$ cat config.mk
export PLATFORM = sky130hd
export DESIGN_NAME = gpio_ctrl_regs
export DESIGN_NICKNAME = d
export VERILOG_FILES = /design/src/rtl/gcr_pkg.sv /design/src/rtl/gcr_decode.sv /design/src/rtl/gcr_regfile.sv /design/src/rtl/gcr_gpio.sv /design/src/rtl/gpio_ctrl_regs.sv
export SDC_FILE = /design/constraint.sdc
export NUM_CORES = 1
export LEC_CHECK = 0
export ABC_CLOCK_PERIOD_IN_PS = 1800
export BUFFER_PORTS_ARGS = -buffer_cell sky130_fd_sc_hd__buf_2
export CORE_MARGIN = 3
export CORE_UTILIZATION = 35
export DETAILED_ROUTE_END_ITERATION = 12
export PLACE_DENSITY_LB_ADDON = 0.05
export SETUP_SLACK_MARGIN = 0.1
export SYNTH_ARGS = -nofsm -noshare
export SYNTH_HDL_FRONTEND = slang
export SYNTH_SLANG_ARGS = --single-unit
$ cat constraint.sdc
create_clock -name clk -period 1.8 [get_ports clk]
set_input_delay 0.18 -clock clk [delete_from_list [all_inputs] [get_ports clk]]
set_output_delay 0.18 -clock clk [all_outputs]
set_load 0.005 [all_outputs]
$ cat src/rtl/gcr_pkg.sv
package gcr_pkg;
  localparam int REG_W  = 16;
  localparam int ADDR_W = 6;

  localparam logic [ADDR_W-1:0] OFF_MODE = 6'h00;
  localparam logic [ADDR_W-1:0] OFF_CDIV = 6'h04;
  localparam logic [ADDR_W-1:0] OFF_STAT = 6'h08;
  localparam logic [ADDR_W-1:0] OFF_PWR  = 6'h0C;
  localparam logic [ADDR_W-1:0] OFF_CCTL = 6'h10;
  localparam logic [ADDR_W-1:0] OFF_IREQ = 6'h14;
  localparam logic [ADDR_W-1:0] OFF_IMSK = 6'h18;
  localparam logic [ADDR_W-1:0] OFF_ISTS = 6'h1C;
  localparam logic [ADDR_W-1:0] OFF_DIR  = 6'h20;
  localparam logic [ADDR_W-1:0] OFF_LVLW = 6'h24;
  localparam logic [ADDR_W-1:0] OFF_LVLR = 6'h28;

  localparam logic [REG_W-1:0] STATUS_RST   = 16'h0002;
  localparam int               PWR_TRIG_BIT = 7;
  localparam logic [REG_W-1:0] PWR_SET_MASK = 16'h8040;

  typedef enum logic [3:0] {
    SEL_NONE, SEL_MODE, SEL_CDIV, SEL_STAT, SEL_PWR, SEL_CCTL,
    SEL_IREQ, SEL_IMSK, SEL_ISTS, SEL_DIR, SEL_LVLW, SEL_LVLR
  } sel_e;

  // plain store-and-return registers, indexed 0..NPLAIN-1
  localparam int NPLAIN = 6;

  function automatic sel_e plain_sel(int idx);
    case (idx)
      0:       return SEL_MODE;
      1:       return SEL_CDIV;
      2:       return SEL_CCTL;
      3:       return SEL_IREQ;
      4:       return SEL_IMSK;
      default: return SEL_ISTS;
    endcase
  endfunction
endpackage

$ cat src/rtl/gcr_decode.sv
module gcr_decode
  import gcr_pkg::*;
(
  input  logic [ADDR_W-1:0] addr,
  output sel_e              sel
);
  always_comb begin
    case (addr)
      OFF_MODE: sel = SEL_MODE;
      OFF_CDIV: sel = SEL_CDIV;
      OFF_STAT: sel = SEL_STAT;
      OFF_PWR:  sel = SEL_PWR;
      OFF_CCTL: sel = SEL_CCTL;
      OFF_IREQ: sel = SEL_IREQ;
      OFF_IMSK: sel = SEL_IMSK;
      OFF_ISTS: sel = SEL_ISTS;
      OFF_DIR:  sel = SEL_DIR;
      OFF_LVLW: sel = SEL_LVLW;
      OFF_LVLR: sel = SEL_LVLR;
      default:  sel = SEL_NONE;
    endcase
  end
endmodule

$ cat src/rtl/gcr_regfile.sv
module gcr_regfile
  import gcr_pkg::*;
(
  input  logic                 clk,
  input  logic                 rst,
  input  logic                 wr,
  input  sel_e                 sel,
  input  logic [REG_W-1:0]     wdata,
  output logic [NPLAIN-1:0][REG_W-1:0] plain_q,
  output logic [REG_W-1:0]     pwr_q
);
  genvar gi;
  generate
    for (gi = 0; gi < NPLAIN; gi++) begin : g_plain
      always_ff @(posedge clk) begin
        if (rst)
          plain_q[gi] <= '0;
        else if (wr && sel == plain_sel(gi))
          plain_q[gi] <= wdata;
      end
    end
  endgenerate

  logic pwr_wr;
  assign pwr_wr = wr && sel == SEL_PWR;

  always_ff @(posedge clk) begin
    if (rst)
      pwr_q <= '0;
    else if (pwr_wr)
      pwr_q <= wdata[PWR_TRIG_BIT] ? (wdata | PWR_SET_MASK) : wdata;
  end

  assert_pwr_force_R3: assert property (@(posedge clk) disable iff (rst)
    $past(pwr_wr && wdata[PWR_TRIG_BIT]) |-> ((pwr_q & PWR_SET_MASK) == PWR_SET_MASK));

  assert_pwr_hold_R3: assert property (@(posedge clk) disable iff (rst)
    !$past(pwr_wr) |-> $stable(pwr_q));
endmodule

$ cat src/rtl/gcr_gpio.sv
module gcr_gpio
  import gcr_pkg::*;
#(
  parameter int GPIO_W = 16
) (
  input  logic              clk,
  input  logic              rst,
  input  logic              wr,
  input  sel_e              sel,
  input  logic [GPIO_W-1:0] wdata,
  input  logic [GPIO_W-1:0] in_val,
  input  logic [GPIO_W-1:0] in_we,
  output logic [GPIO_W-1:0] dir_q,
  output logic [GPIO_W-1:0] lvl_q,
  output logic [GPIO_W-1:0] out_q,
  output logic [GPIO_W-1:0] chg_q
);
  logic              dir_wr, lvl_wr, eval;
  logic [GPIO_W-1:0] dir_nx, lvl_nx, eff_nx;

  assign dir_wr = wr && sel == SEL_DIR;
  assign lvl_wr = wr && (sel == SEL_LVLW || sel == SEL_LVLR);
  assign eval   = dir_wr || lvl_wr;
  assign dir_nx = dir_wr ? wdata : dir_q;

  genvar gi;
  generate
    for (gi = 0; gi < GPIO_W; gi++) begin : g_line
      always_comb begin
        if (lvl_wr)
          lvl_nx[gi] = wdata[gi] & dir_q[gi];
        else if (in_we[gi])
          lvl_nx[gi] = in_val[gi];
        else
          lvl_nx[gi] = lvl_q[gi];
      end
    end
  endgenerate

  assign eff_nx = lvl_nx & dir_nx;

  always_ff @(posedge clk) begin
    if (rst) begin
      dir_q <= '0;
      lvl_q <= '0;
      out_q <= '0;
      chg_q <= '0;
    end else begin
      dir_q <= dir_nx;
      lvl_q <= lvl_nx;
      if (eval) begin
        out_q <= eff_nx;
        chg_q <= eff_nx ^ out_q;
      end else begin
        chg_q <= '0;
      end
    end
  end

  assert_lvl_masked_R5: assert property (@(posedge clk) disable iff (rst)
    $past(lvl_wr) |-> ((lvl_q & ~dir_q) == '0));

  assert_in_no_out_R6: assert property (@(posedge clk) disable iff (rst)
    !$past(eval) |-> ($stable(out_q) && chg_q == '0));

  assert_out_gated_R7: assert property (@(posedge clk) disable iff (rst)
    (out_q & ~dir_q) == '0);

  assert_chg_tracks_R7: assert property (@(posedge clk) disable iff (rst)
    $past(eval) |-> (chg_q == (out_q ^ $past(out_q))));
endmodule

$ cat src/rtl/gpio_ctrl_regs.sv
module gpio_ctrl_regs
  import gcr_pkg::*;
#(
  parameter int GPIO_W = 16
) (
  input  logic              clk,
  input  logic              rst,
  input  logic [ADDR_W-1:0] bus_addr,
  input  logic [REG_W-1:0]  bus_wdata,
  input  logic              bus_wr,
  input  logic              bus_rd,
  output logic [REG_W-1:0]  bus_rdata,
  output logic              bus_err,
  input  logic [GPIO_W-1:0] gpio_in,
  input  logic [GPIO_W-1:0] gpio_in_we,
  output logic [GPIO_W-1:0] gpio_out,
  output logic [GPIO_W-1:0] gpio_chg
);
  localparam int PAD_W = REG_W - GPIO_W;

  sel_e                        sel;
  logic [NPLAIN-1:0][REG_W-1:0] plain_q;
  logic [REG_W-1:0]            pwr_q;
  logic [GPIO_W-1:0]           dir_q, lvl_q;
  logic [REG_W-1:0]            rd_val;

  gcr_decode u_dec (
    .addr (bus_addr),
    .sel  (sel)
  );

  gcr_regfile u_regs (
    .clk     (clk),
    .rst     (rst),
    .wr      (bus_wr),
    .sel     (sel),
    .wdata   (bus_wdata),
    .plain_q (plain_q),
    .pwr_q   (pwr_q)
  );

  gcr_gpio #(.GPIO_W(GPIO_W)) u_gpio (
    .clk    (clk),
    .rst    (rst),
    .wr     (bus_wr),
    .sel    (sel),
    .wdata  (bus_wdata[GPIO_W-1:0]),
    .in_val (gpio_in),
    .in_we  (gpio_in_we),
    .dir_q  (dir_q),
    .lvl_q  (lvl_q),
    .out_q  (gpio_out),
    .chg_q  (gpio_chg)
  );

  function automatic logic [REG_W-1:0] widen(logic [GPIO_W-1:0] v);
    logic [REG_W-1:0] r;
    r = '0;
    r[GPIO_W-1:0] = v;
    return r;
  endfunction

  always_comb begin
    case (sel)
      SEL_MODE: rd_val = plain_q[0];
      SEL_CDIV: rd_val = plain_q[1];
      SEL_CCTL: rd_val = plain_q[2];
      SEL_IREQ: rd_val = plain_q[3];
      SEL_IMSK: rd_val = plain_q[4];
      SEL_ISTS: rd_val = plain_q[5];
      SEL_STAT: rd_val = STATUS_RST;
      SEL_PWR:  rd_val = pwr_q;
      SEL_DIR:  rd_val = widen(dir_q);
      SEL_LVLW, SEL_LVLR: rd_val = widen(lvl_q);
      default:  rd_val = '0;
    endcase
  end

  always_ff @(posedge clk) begin
    if (rst) begin
      bus_rdata <= '0;
      bus_err   <= 1'b0;
    end else begin
      bus_rdata <= bus_rd ? rd_val : '0;
      bus_err   <= (bus_rd || bus_wr) && sel == SEL_NONE;
    end
  end

  if (PAD_W < 0) begin : g_bad_width
    initial $display("GPIO_W must not exceed the register width");
  end

  assert_idle_rdata_R2: assert property (@(posedge clk) disable iff (rst)
    !$past(bus_rd) |-> bus_rdata == '0);

  assert_status_read_R4: assert property (@(posedge clk) disable iff (rst)
    $past(bus_rd && bus_addr == OFF_STAT) |-> bus_rdata == STATUS_RST);

  assert_err_needs_access_R8: assert property (@(posedge clk) disable iff (rst)
    bus_err |-> $past(bus_rd || bus_wr));

  assert_undef_read_zero_R8: assert property (@(posedge clk) disable iff (rst)
    bus_err |-> bus_rdata == '0);
endmodule

==> results of run 1 <==
sequential cells by signal, summed over array words and instances (netlist names):
register        cells
u_gpio.dir_q       16
u_gpio.chg_q       16
u_gpio.out_q       16
u_gpio.lvl_q       16
bus_err             1
u_regs.pwr_q       16
u_regs.plain_q     96
bus_rdata          16
power by group:
part | switching (mW) | leakage, nW | internal [mW] | total (mW)
Sequential | 0.0272 | 1.56 | 4.30 | 4.33
Combinational | 0.378 | 1.80 | 0.232 | 0.610
Clock | 1.82 | 0.284 | 1.97 | 3.78
kinds of logic (layout without fill, tap and decap cells):
logic type      after synthesis  after routing  share of synthesized area (%)
flops                       193            193                           45.4
simple gates                398            398                           20.2
compound gates              253            253                           18.5
fa+ha+maj                     5              5                          0.588
buf+inv                     123            234                           5.73
xor+xnor                      1              1                          0.103
mux                          59             59                           9.41
worst max-delay path by stage:
stage	cells past startpoint	to	from
2_1_floorplan	6	bus_rdata[5]	bus_addr[3]
3_3_place_gp	6	u_gpio.chg_q[12]	bus_addr[4]
3_5_place_dp	6	u_gpio.chg_q[10]	bus_addr[4]
4_1_cts	4	u_gpio.chg_q[0]	u_gpio.dir_q[0]
5_1_grt	4	u_gpio.chg_q[3]	u_gpio.dir_q[3]
6_report	4	u_gpio.chg_q[8]	u_gpio.dir_q[8]
worst max-delay path, cell delays in order (launching register included):
cell	delay, ns
dfxtp_1	0.38
inv_1	0.06
maj3_1	0.39
or4_1	0.51
a21oi_1	0.14
final cells by class:
| type | count | area share (%) |
|---|---|---|
| Clock buffer | 18 | 4.14 |
| Clock inverter | 14 | 1.45 |
| Inverter | 27 | 0.977 |
| Multi-Input combinational cell | 716 | 40.3 |
| Sequential cell | 193 | 37.3 |
| Tap cell | 319 | 3.85 |
| Timing Repair Buffer | 175 | 12.1 |
through the flow:
stage	cell area (sq um)	hold WS [ns]	worst slack, ns	power (mW)	utilization, %
after floorplan	8510	0.342	0.141	4.75	-
after global placement	9790	0.440	0.0848	5.04	41.3
after detailed placement	9790	0.445	0.0414	5.04	41.3
after CTS	10400	0.00439	0.259	8.84	43.8
after global routing	10400	0.0180	0.137	9.05	43.8
final	10400	0.0164	0.259	8.72	43.8
per-layer routing:
layer  GRT usage, %  vias up
met3           3.19       12
met1           30.5     3593
li1               -     3766
met2           29.0      143
met4           3.96        0
met5              0        -
Yosys cell counts (8+ instances only):
master     count
o221ai_1      12
and2_1        10
nand3b_1      12
buf_2         15
nand3_1       14
mux2i_1       26
dfxtp_1      193
and3_1         8
mux2_2        17
nand2_1      288
inv_1         27
a21oi_1      153
mux4_2        15
a22oi_1       24
nand4_1       11
o2bb2ai_1     10
a22o_1        10
a32oi_1       13
a31oi_1       10
a31o_2        11
clkbuf_1      76
nor2_1        31
==> reports/metrics.yaml, run 1 <==
finalMaxSlewViolations: 0
ys_types: 43
drtIter0Drc: 472
avgSynthCellArea_sq_um: 8.25
drive_above_1_share_pct: 22.1
clock.fmax_mhz: 649
hpwlAfterDp_um: 18700
synthArstFlopShare_pct: 0
numClockSinks: 193
final_cells: 1462
period_minus_slack_ns: 1.54
yosys_warnings: 0
clockBufferDepth: 2
multiInputGateArea_sq_um: 4180
antenna_found_initial: 0
grt_max_degree: 119
viasPerCell: 5.14
rows: 56
min-delay-start: "bus_rd"
final.setup_skew_ns: 0.0112
synth_area_sq_um: 8510
dieArea_sq_um: 26200
slew_headroom_pct: 56.1
postCtsSetupBuffers: 0
antenna_left: 0
crit_required_ns: 2.16
end_kind: "register"
synth_top_area_share_pct: 45.4
die_x_um: 162
placed_cells: 1430
synth-seq-cells: 193
crit_fanout: 4
synth-edff-count: 0
timing.rr.start: "u_gpio.dir_q[8]"
fin_nets: 1188
cts_made_buffers: 17
synth_cells: 1032
topRoutingLayerUsed: "met4"
fin_setup_tns_ns: 0
wl_um: 25800
vias: 7514
diodes: 0
clock_latency_ns: 0.44
outcome: "complete, no violations"
htreeDepth: 4
fillers: 2504
design.portCount: 107
seq_area_sq_um: 3860
wirelength_met1_um: 13600
final_common_cell: "nand2_1"
dr.pass1.iters: 5
maxCapViolCount: 0
grt_use_total_pct: 19.7
avgRoutedWirePerCell_um: 17.7
clk_pin_slew_ns: 0.08
start_util_pct: 35.9
coreArea_sq_um: 23700
hold_end: "bus_err"
routed-wl-met2_um: 11000
synth_top_area_cell: "dfxtp_1"
root_buffer: "clkbuf_16"
final_cell_mix: "nand2_1, dfxtp_1, a21oi_1"
drc: 0
p_leak_nw: 3.64
synthTopCellsByArea: "dfxtp_1, nand2_1, a21oi_1"
grt_pass1_vias: 7203
reg2reg_to: "u_gpio.chg_q[8]"
rsz0062_at_grt: "false"
cts_resized: 0
r2r_cells: 4
r2r_slack_ns: 0.26
cts_tree: "yes"
synth_ff_type: "dfxtp_1"
gp_congestion: 0.762
holdBufCountCts: 0
grt_first_pass_wirelength_um: 41300
seq_area_frac_synth_pct: 45.4
final.period_utilization_pct: 85.6
grt_overflow: 0
powerDensity_nw_per_um2: 841
critPathKind: "register to register"
cp-start-kind: "register"
tightest_slew_ns: 0.659
syn_nets: 1090
arrival_ns: 1.90
irDropWorstVdd_v: 0.000395
hold_viol: 0
die_h_um: 162
setup_viol: 0
min_path_type: "primary input to register"
io_buffer_count: 106
syn_to_final_growth_pct: 21.9
hold_depth: 3
dr_wl_met3_um: 995
(Power assumes the default switching activity.)
==> run 2: changes to the inputs <==
- PLACE_DENSITY: not set -> 0.59
- PLACE_DENSITY_LB_ADDON: 0.05 -> not set
==> reports/metrics.yaml, run 2 (synthesis gave the netlist of run 1 again) <==
drtIter0Drc: 625
antenna_found_initial: 0
cts_resized: 0
syn_to_final_growth_pct: 20.5
cp_cell_sequence: "inv_1, maj3_1, or4_1, a21oi_1"
multiInputGateArea_sq_um: 4180
wirelength_met1_um: 11800
placed_area_sq_um: 9680
die_h_um: 162
switching_power_mw: 2.06
fin_setup_tns_ns: 0
min_path_type: "primary input to register"
gp_congestion: 0.783
seq_area_sq_um: 3860
final_cell_mix: "nand2_1, dfxtp_1, a21oi_1"
crit_required_ns: 2.16
drc: 0
crit_fanout: 4
clock_latency_ns: 0.43
outcome: "complete, no violations"
p_leak_nw: 3.58
power_frac_comb_pct: 6.8
dr.pass1.iters: 5
diodes: 0
end_kind: "register"
finalMaxSlewViolations: 0
htreeDepth: 4
final.setup_skew_ns: 0.00803
tightest_slew_ns: 0.730
die_x_um: 162
start_util_pct: 35.9
postCtsSetupBuffers: 0
powerDensity_nw_per_um2: 840
vias: 7493
drive_above_1_share_pct: 21.2
coreArea_sq_um: 23700
rows: 56
cpPeakStageDelay_ns: 0.51
topRoutingLayerUsed: "met4"
slew_headroom_pct: 51.3
regMostFlops: "u_regs.plain_q"
final.period_utilization_pct: 86.4
post-route-util_pct: 43.3
avgRoutedWirePerCell_um: 16.6
grt_use_total_pct: 18.3
wl_um: 24000
clockPowerShare_pct: 42.9
stdcell_area_sq_um: 10300
clockBufferDepth: 2
antenna_left: 0
cts_made_buffers: 17
largest_register_ff_count: 96
internal_power_mw: 6.56
hpwlAfterDp_um: 17200
irDropWorstVdd_v: 0.000734
arrival_ns: 1.92
fillers: 2353
numClockSinks: 193
critPathKind: "register to register"
rsz0062_at_grt: "false"
grt_overflow: 0
grt_first_pass_wirelength_um: 38900
dr_wl_met3_um: 1340
hold_viol: 0
crit_path_top_delay_cell: "or4_1"
grt_pass1_vias: 7200
cp-start-kind: "register"
period_minus_slack_ns: 1.56
setup_viol: 0
p_seq_share_pct: 50.3
design.portCount: 107
power.total_mw: 8.61
routed-wl-met2_um: 10700
holdBufCountCts: 0
clk_pin_slew_ns: 0.07
maxCapViolCount: 0
dieArea_sq_um: 26200
p_sw_share_pct: 23.9
final_common_cell: "nand2_1"
root_buffer: "clkbuf_16"
clock.fmax_mhz: 643
io_buffer_count: 106
cts_tree: "yes"
viasPerCell: 5.17
grt_max_degree: 113
fin_nets: 1175
==> run 2: through the flow <==
stage               std cells  hold WS [ns]  worst slack (ns)
CTS                      1449        0.0336             0.247
global placement         1417         0.438            0.0677
finish                   1449        0.0402             0.245
floorplan                1032         0.342             0.141
detailed placement       1417         0.444            0.0167
global route             1449        0.0334             0.134
==> run 2: path summary, 6_finish.rpt <==
path         slack, ns                end               from  depth (start not counted)
max               0.24    u_gpio.chg_q[0]    u_gpio.dir_q[0]                          4
min               0.04            bus_err             bus_rd                          3
max reg2reg       0.24    u_gpio.chg_q[0]    u_gpio.dir_q[0]                          4
min reg2reg       0.45  u_regs.plain_q[1]  u_regs.plain_q[1]                          2
==> run 2: power groups by stage <==
stage          logic (mW)  clock network, mW  registers [mW]
2_1_floorplan       0.337                  0            4.42
3_3_place_gp        0.579                  0            4.43
3_5_place_dp        0.584                  0            4.43
4_1_cts             0.586               3.77            4.33
5_1_grt             0.637               3.93            4.33
6_report            0.587               3.70            4.33
==> run 2: layer usage <==
layer	global-route usage, %	vias to the layer above
li1	-	3748
met4	4.77	0
met2	28.1	219
met1	26.6	3507
met3	3.49	19
met5	0	-
==> run 2: final cells by class <==
type                            instances  share of cell area [%]
Timing Repair Buffer                  162                    11.1
Sequential cell                       193                    37.7
Inverter                               27                   0.988
Multi-Input combinational cell        716                    40.7
Clock inverter                         11                    1.00
Clock buffer                           21                    4.59
Tap cell                              319                    3.89
==> run 2: critical path, delay by kind of cell, from the launching register on <==
family | cells | cell delay (ns)
fa+ha+maj | 1 | 0.37
buf+inv | 1 | 0.06
simple gates | 1 | 0.51
flops | 1 | 0.38
compound gates | 1 | 0.16
==> run 3: changes to the inputs <==
- ABC_CLOCK_PERIOD_IN_PS: 1800 -> 1400
- HOLD_SLACK_MARGIN: not set -> 0.05
- PLACE_DENSITY: 0.59 -> 0.61
- clock period: 1.8 -> 1.4 ns (I/O delays scaled with it)
==> reports/metrics.yaml, run 3 (synthesis gave the netlist of run 1 again) <==
clock_latency_ns: 0.43
final_cell_mix: "nand2_1, dfxtp_1, a21oi_1"
clock.fmax_mhz: 745
avgRoutedWirePerCell_um: 16.0
grt_use_total_pct: 18.1
min_path_type: "primary input to register"
slew_headroom_pct: 76.2
final_common_cell: "nand2_1"
maxCapViolCount: 0
drtIter0Drc: 697
crit_start: "u_gpio.dir_q[6]"
end_kind: "register"
viasPerCell: 5.15
dieArea_sq_um: 26200
outcome: "complete, no violations"
numClockSinks: 193
diodes: 0
die_x_um: 162
final.period_utilization_pct: 95.9
vias: 7714
design.portCount: 107
cpPeakStageDelay_ns: 0.48
cp-start-kind: "register"
antenna_left: 0
critPathKind: "register to register"
finalMaxSlewViolations: 0
die_h_um: 162
syn_to_final_growth_pct: 27.9
rsz0062_at_grt: "true"
grt_first_pass_wirelength_um: 38600
crit_path_top_delay_cell: "or4_4"
hold_viol: 0
drive_above_1_share_pct: 28.2
cp-endpoint: "u_gpio.chg_q[6]"
timing.rr.start: "u_gpio.dir_q[6]"
clk_pin_slew_ns: 0.07
arrival_ns: 1.71
final_cells: 1498
r2r_cells: 4
placed_cells: 1461
cts_tree: "yes"
tightest_slew_ns: 0.357
crit_fanout: 3
drc: 0
period_minus_slack_ns: 1.34
p_leak_nw: 3.87
crit_required_ns: 1.77
hpwlAfterDp_um: 17700
start_util_pct: 35.9
reg2reg_to: "u_gpio.chg_q[6]"
final.setup_skew_ns: 0.0111
rows: 56
r2r_slack_ns: 0.06
antenna_found_initial: 1
post-route-util_pct: 46.0
grt_max_degree: 71
gp_congestion: 0.778
wl_um: 24000
largest_register_ff_count: 96
grt_pass1_vias: 7221
cp_cell_sequence: "inv_2, maj3_2, or4_4, a21oi_2"
irDropWorstVdd_v: 0.000841
clockBufferDepth: 2
setup_viol: 0
root_buffer: "clkbuf_16"
io_buffer_count: 106
cts_made_buffers: 17
grt_overflow: 0
htreeDepth: 4
dr.pass1.iters: 5
fin_nets: 1224
coreArea_sq_um: 23700
powerDensity_nw_per_um2: 1020
regMostFlops: "u_regs.plain_q"
[run 3: worst min-delay path by stage]
stage | from | endpoint | slack, ns | cells past startpoint
2_1_floorplan | bus_rd | bus_err | 0.30 | 2
3_3_place_gp | bus_rd | bus_err | 0.42 | 3
3_5_place_dp | bus_rd | bus_err | 0.42 | 3
4_1_cts | bus_wdata[2] | u_regs.plain_q[50] | 0.05 | 3
5_1_grt | rst | u_regs.plain_q[18] | 0.07 | 2
6_report | bus_wdata[14] | u_regs.plain_q[62] | 0.07 | 3
[run 3: where the power goes]
part	total, mW	switching [mW]	internal [mW]
Combinational	0.869	0.498	0.371
Clock	4.65	2.28	2.38
Sequential	5.57	0.0324	5.53
Total	11.1	2.81	8.28
[run 3: critical path, delay by kind of cell (launching register included)]
kind	cells	cell delay [ns]
AOI/OAI and AO/OA	1	0.12
adders and majority gates	1	0.31
buffers and inverters	1	0.03
DFF	1	0.34
and+or+nand+nor	1	0.48
[run 3: layout make-up]
cell class                 instances  area, sq um
fill                            2289        12800
multi-input combinational        716         4290
sequential                       193         3880
timing repair buffer             211         1660
clock buffer                      18          439
tap                              319          399
clock inverter                    14          119
inverter                          27          101
[run 3: stage by stage]
stage / power, mW / worst slack [ns] / setup TNS, ns / instance area [sq um] / hold WS, ns
after detailed placement: 6.53 / -0.199 / -19.26 / 10200 / 0.425
final: 11.1 / 0.0568 / 0 / 10900 / 0.0702
after CTS: 11.2 / 0.0524 / 0 / 10800 / 0.0533
after floorplan: 6.16 / -0.0763 / -1.39 / 8750 / 0.302
after global routing: 11.5 / 0.00536 / 0 / 10900 / 0.0747
after global placement: 6.52 / -0.216 / -16.09 / 10200 / 0.419
[run 3: per-layer routing]
layer	up-vias	share of wire [%]	GRT usage (%)
met5	-	0.054	0
met4	2	0.54	3.72
met3	12	4.7	3.21
met2	196	45	28.6
met1	3673	49	26.2
li1	3831	-	-
[run 3: repair_timing]
item	4_1_cts	5_1_grt
hold endpoints to repair	2	0
pin swaps	15	6
resized for setup	13	21
hold buffers	2	0
buffers inserted	2	1
endpoints found under the setup margin	7	14
